--- src/rtl/tcu_pkg.sv ---
package tcu_pkg;

   typedef enum logic {
      TMR_IDLE = 1'b0,
      TMR_RUN  = 1'b1
   } run_state_e;

   typedef struct packed {
      logic rd_sel;
      logic edge_fall;
      logic stop_none;
      logic wrap_at_period;
   } tcu_cfg_t;

endpackage

--- src/rtl/tcu_edge_detect.sv ---
module tcu_edge_detect #(
   parameter bit ENABLE = 1'b1
) (
   input  logic clk,
   input  logic rst_n,
   input  logic sig_i,
   input  logic fall_sel_i,
   output logic edge_o
);

   generate
      if (ENABLE) begin : g_detect
         logic prev_q;
         always_ff @(posedge clk or negedge rst_n) begin
            if (!rst_n) prev_q <= 1'b0;
            else        prev_q <= sig_i;
         end
         assign edge_o = fall_sel_i ? (prev_q & ~sig_i) : (~prev_q & sig_i);
      end else begin : g_absent
         logic unused_edge_inputs;
         assign unused_edge_inputs = ^{clk, rst_n, sig_i, fall_sel_i};
         assign edge_o = 1'b0;
      end
   endgenerate

endmodule

--- src/rtl/tcu_run_ctrl.sv ---
module tcu_run_ctrl
   import tcu_pkg::*;
(
   input  logic clk,
   input  logic rst_n,
   input  logic start_i,
   input  logic halt_i,
   input  logic stop_hit_i,
   output logic running_o
);

   run_state_e state_q, state_d;

   always_comb begin
      state_d = state_q;
      if (halt_i || stop_hit_i) state_d = TMR_IDLE;
      else if (start_i)         state_d = TMR_RUN;
   end

   always_ff @(posedge clk or negedge rst_n) begin
      if (!rst_n) state_q <= TMR_IDLE;
      else        state_q <= state_d;
   end

   assign running_o = (state_q == TMR_RUN);

endmodule

--- src/rtl/tcu_counter.sv ---
module tcu_counter #(
   parameter int CNT_W = 16
) (
   input  logic             clk,
   input  logic             rst_n,
   input  logic             advance_i,
   input  logic             clr_i,
   input  logic             ld_i,
   input  logic [CNT_W-1:0] ld_data_i,
   input  logic             wrap_i,
   input  logic [CNT_W-1:0] period_i,
   output logic [CNT_W-1:0] cnt_o,
   output logic             match_o
);

   localparam logic [CNT_W-1:0] CNT_ZERO = '0;
   localparam logic [CNT_W-1:0] CNT_STEP = CNT_W'(1);

   logic [CNT_W-1:0] cnt_q;
   logic [CNT_W-1:0] cnt_adv;
   logic             at_period;

   assign at_period = (cnt_q == period_i);

   always_comb begin
      if (wrap_i && at_period) cnt_adv = CNT_ZERO;
      else                     cnt_adv = cnt_q + CNT_STEP;
   end

   always_ff @(posedge clk or negedge rst_n) begin
      if (!rst_n)         cnt_q <= CNT_ZERO;
      else if (clr_i)     cnt_q <= CNT_ZERO;
      else if (ld_i)      cnt_q <= ld_data_i;
      else if (advance_i) cnt_q <= cnt_adv;
   end

   assign cnt_o   = cnt_q;
   assign match_o = at_period;

endmodule

--- src/rtl/tcu_capture.sv ---
module tcu_capture #(
   parameter int CNT_W = 16,
   parameter int N_SRC = 3
) (
   input  logic             clk,
   input  logic             rst_n,
   input  logic [N_SRC-1:0] trig_i,
   input  logic [CNT_W-1:0] cnt_i,
   output logic [CNT_W-1:0] cap_o
);

   logic [CNT_W-1:0] cap_q;
   logic             load;

   assign load = |trig_i;

   always_ff @(posedge clk or negedge rst_n) begin
      if (!rst_n)    cap_q <= '0;
      else if (load) cap_q <= cnt_i;
   end

   assign cap_o = cap_q;

endmodule

--- src/rtl/tcu_timer_capture.sv ---
module tcu_timer_capture
   import tcu_pkg::*;
#(
   parameter int CNT_W          = 16,
   parameter bit EXT_CAPTURE_EN = 1'b1
) (
   input  logic             clk,
   input  logic             rst_n,
   input  logic             run_start_i,
   input  logic             run_halt_i,
   input  logic             stop_evt_i,
   input  logic             tick_i,
   input  logic             capt_cmd_i,
   input  logic             clr_cmd_i,
   input  logic             rd_sel_i,
   input  logic             edge_fall_i,
   input  logic             stop_none_i,
   input  logic             wrap_at_period_i,
   input  logic [CNT_W-1:0] period_i,
   input  logic             ext_src_i,
   input  logic             wr_en_i,
   input  logic [CNT_W-1:0] wr_data_i,
   output logic [CNT_W-1:0] rd_data_o,
   output logic             running_o,
   output logic             period_match_o
);

   localparam int N_SRC   = 3;
   localparam int SRC_CMD = 0;
   localparam int SRC_STP = 1;
   localparam int SRC_EXT = 2;

   generate
      if (CNT_W < 2 || CNT_W > 32) begin : g_bad_width
         $error("tcu_timer_capture: CNT_W must lie in 2..32");
      end
   endgenerate

   tcu_cfg_t cfg;
   assign cfg = '{rd_sel: rd_sel_i, edge_fall: edge_fall_i,
                  stop_none: stop_none_i, wrap_at_period: wrap_at_period_i};

   logic             running;
   logic             stop_hit;
   logic             ext_edge;
   logic             ext_hit;
   logic             advance;
   logic             wr_ok;
   logic [CNT_W-1:0] cnt_w;
   logic [CNT_W-1:0] cap_w;
   logic [N_SRC-1:0] cap_trig;

   assign stop_hit = stop_evt_i & ~cfg.stop_none;
   assign ext_hit  = ext_edge & cfg.stop_none;
   assign advance  = running & tick_i & ~stop_hit;
   assign wr_ok    = wr_en_i & cfg.rd_sel & ~running;

   always_comb begin
      cap_trig          = '0;
      cap_trig[SRC_CMD] = capt_cmd_i;
      cap_trig[SRC_STP] = stop_hit;
      cap_trig[SRC_EXT] = ext_hit;
   end

   tcu_edge_detect #(.ENABLE(EXT_CAPTURE_EN)) u_edge (
      .clk        (clk),
      .rst_n      (rst_n),
      .sig_i      (ext_src_i),
      .fall_sel_i (cfg.edge_fall),
      .edge_o     (ext_edge)
   );

   tcu_run_ctrl u_run (
      .clk        (clk),
      .rst_n      (rst_n),
      .start_i    (run_start_i),
      .halt_i     (run_halt_i),
      .stop_hit_i (stop_hit),
      .running_o  (running)
   );

   tcu_counter #(.CNT_W(CNT_W)) u_cnt (
      .clk       (clk),
      .rst_n     (rst_n),
      .advance_i (advance),
      .clr_i     (clr_cmd_i),
      .ld_i      (wr_ok),
      .ld_data_i (wr_data_i),
      .wrap_i    (cfg.wrap_at_period),
      .period_i  (period_i),
      .cnt_o     (cnt_w),
      .match_o   (period_match_o)
   );

   tcu_capture #(.CNT_W(CNT_W), .N_SRC(N_SRC)) u_cap (
      .clk    (clk),
      .rst_n  (rst_n),
      .trig_i (cap_trig),
      .cnt_i  (cnt_w),
      .cap_o  (cap_w)
   );

   assign rd_data_o = cfg.rd_sel ? cnt_w : cap_w;
   assign running_o = running;

endmodule

--- config.mk ---
export PLATFORM = sky130hd
export DESIGN_NAME = tcu_timer_capture
export DESIGN_NICKNAME = d
export VERILOG_FILES = /design/src/rtl/tcu_pkg.sv /design/src/rtl/tcu_edge_detect.sv /design/src/rtl/tcu_run_ctrl.sv /design/src/rtl/tcu_counter.sv /design/src/rtl/tcu_capture.sv /design/src/rtl/tcu_timer_capture.sv
export SDC_FILE = /design/constraint.sdc
export NUM_CORES = 1
export LEC_CHECK = 0
export ABC_AREA = 1
export BUFFER_PORTS_ARGS = -buffer_cell sky130_fd_sc_hd__buf_4
export CAP_MARGIN = 20
export CORE_UTILIZATION = 35
export CTS_BUF_LIST = sky130_fd_sc_hd__clkbuf_16
export CTS_CLUSTER_SIZE = 16
export DETAILED_ROUTE_END_ITERATION = 10
export PLACE_DENSITY = 0.58
export SLEW_MARGIN = 20
export SYNTH_ARGS = -nofsm -noshare
export SYNTH_HDL_FRONTEND = slang
export SYNTH_HIERARCHICAL = 1
export SYNTH_SLANG_ARGS = --single-unit
--- constraint.sdc ---
create_clock -name clk -period 2.5 [get_ports clk]
set_input_delay 0.5 -clock clk [delete_from_list [all_inputs] [get_ports clk]]
set_output_delay 0.5 -clock clk [all_outputs]
set_load 0.05 [all_outputs]
==> results.yml <==
cts:
  hold_buffers: 0
  clk_latency_ps: 270
  numCtsBuffers: 5
  ctsHtreeMaxLevel: 2
  cts_setup_buffers: 0
  cts_tree: "done"
  clock-root-buffer: "clkbuf_16"
  clk_path_buf_depth: 2
  cts_resized: 0
  cts.reportedPaths.clkPinSlew_ps: 50
  clock_sinks: 34
drt:
  wl_met2_um: 3050
  wl_per_cell_um: 11.2
  drtAntennaViolNets: 0
  wirelength_um: 6690
  drcViolationCount: 0
  drt_pass1_iterations: 4
  wl_met3_um: 299
  vias_per_cell: 4.43
  num_vias: 2651
  wirelength_met1_um: 3310
  drt_iter0_markers: 124
  top_layer: "met4"
worst_setup_path:
  endpoint_kind: "output pin"
  worstPathMaxFanout: 8
  critical_path_class: "flip-flop to output pin"
  arrival_ps: 1780
  required_ps: 2000
  cp-start-kind: "flip-flop"
  reg2reg_setup_slack_ps: 670
sta:
  fmax_mhz: 438
  max-slew-margin-rel_pct: 57.0
  min_period_over_period_pct: 91.2
  setup_violations: 0
  period_needed_ps: 2280
  slew_viol_final: 0
  fin_hold_ws_ps: 172
  final.setup.tns_ps: 0
  worst_pin_slew_ps: 644
  finalHoldViolCount: 0
  rsz0062_at_grt: "no"
  finClkSkew_ps: 2.56
synth:
  yosysUniqueCellTypes: 28
  seq_area_frac_synth_pct: 32.5
  synth.most_common_cell: "nand2_1"
  synth_area_mm2: 0.00262
  synth-edff-count: 0
  synth_top_area_cell: "dfrtp_1"
  synth_top_area_share_pct: 32.5
  synth_warnings: 6
  async_flop_share_pct: 100
  syn_avg_cell_area_um2: 5.98
  ys_top_cells_by_count: "191 x nand2_1, 59 x nor2_1, 45 x inv_1, 34 x dfrtp_1, 25 x nand3_1"
  synth_cells: 438
  synth_nets: 485
  synth_seq_cells: 34
  ys.flop_type: "dfrtp_1"
  synthTopCellsByArea: "dfrtp_1 32%, nand2_1 27%, nor2_1 8.5%"
power_and_ir_drop:
  peakVddDrop_mv: 0.294
  powerDensity_mw_per_mm2: 479
  power.leakage_nw: 1.87
floorplanning:
  rows: 31
  coreArea_mm2: 0.00725
  fp.dieH_um: 88.5
  die_area_mm2: 0.00784
  io_pins: 64
  initial_core_util_pct: 36.1
  die_w_um: 88.5
global_routing:
  track_usage_pct: 18.8
  antenna_found_initial: 0
  gr-total-overflow: 0
  grt_first_pass_wirelength_um: 11400
  first_global_vias: 2453
  grt_max_degree: 35
finish:
  area_growth_pct: 27.1
  diodes: 0
  n_fill_cell: 770
  drive_above_1_share_pct: 20.4
  multi_input_area_mm2: 0.00146
  regArea_um2: 851
  fin_nets: 546
place:
  place_hpwl_um: 5020
  gp_congestion: 0.788
  io_buffers: 63
status:
  status: "finished, final reports clean"
hold_path:
  hold_path.class: "input pin to async pin"
job:
  cap_viol_max_count: 0
[placed cells by master (no fill, tap or decap), types with 5 or more instances in the layout]
cell	n
buf_4	69
clkbuf_16	5
clkinv_1	5
dfrtp_1	34
inv_1	45
inv_2	10
nand2_1	191
nand2_2	7
nand3_1	25
nor2_1	59
o21ai_0	17
xor2_1	10
[per-layer routing]
| metal | track usage [%] | vias to the layer above |
|---|---|---|
| li1 | - | 1430 |
| met5 | 0 | - |
| met4 | 4.25 | 0 |
| met2 | 32.0 | 59 |
| met1 | 25.1 | 1160 |
| met3 | 2.89 | 2 |
[area by class of cell]
type | count | share of cell area [%]
clock buffers | 5 | 3.76
clock inverters | 2 | 1.01
inverters | 59 | 6.65
multi-input cells | 330 | 43.7
flip-flops and latches | 34 | 25.6
well taps | 99 | 3.72
repair buffers | 69 | 15.6
[critical path: stages, from the launching register on]
cell,delay [ps]
dfrtp_1,510
inv_1,120
nand2_1,80
nand2_1,40
nor2_1,90
nand2_1,110
nor4_2,310
buf_4,250
[logic make-up (layout without fill, tap and decap cells)]
logic type                 Yosys count  count (layout)  share of synthesized area (%)
DFF                                 34              34                           32.5
buffers and inverters               74             135                           12.2
adders and majority gates            1               1                          0.477
AOI/OAI and AO/OA                   22              22                           4.25
xor gates and xnor gates            10              10                           3.34
and+or+nand+nor                    297             297                           47.3
[metrics by stage]
stage          power, W  cells  util, %  cell area, um^2  worst slack [ps]
3_5_place_dp   0.000932    591     43.7             3170               468
5_1_grt         0.00168    598     45.9             3330              52.3
2_1_floorplan  0.000804    438        -             2630               215
4_1_cts         0.00161    598     45.9             3330               184
6_report        0.00159    598     45.9             3330               219
3_3_place_gp   0.000928    591     43.7             3170               441
[sequential cells by signal (all words and copies together) (netlist names)]
name and cells:
u_cap/cap_o 16, u_cnt/cnt_o 16, u_edge/g_detect.prev_q 1, u_run/running_o 1
[final timing paths]
| kind | endpoint | start | depth (start not counted) |
|---|---|---|---|
| max | period_match_o | u_cnt/cnt_o[0] | 7 |
| min | u_cap/cap_o[3] | rst_n | 1 |
| max reg2reg | u_cnt/cnt_o[10] | u_cnt/cnt_o[1] | 10 |
| min reg2reg | u_cap/cap_o[4] | u_cap/cap_o[4] | 2 |
| max in group asynchronous | u_cnt/cnt_o[8] | rst_n | 1 |
| min in group clk | u_edge/g_detect.prev_q | ext_src_i | 1 |
[power by group]
group	total [W]	internal, W	switching [W]
registers	0.000606	0.000574	0.0000314
logic	0.000315	0.000123	0.000192
clock network	0.000674	0.000460	0.000214
total	0.00159	0.00116	0.000437
No activity file was read; power rests on OpenSTA's default activity.
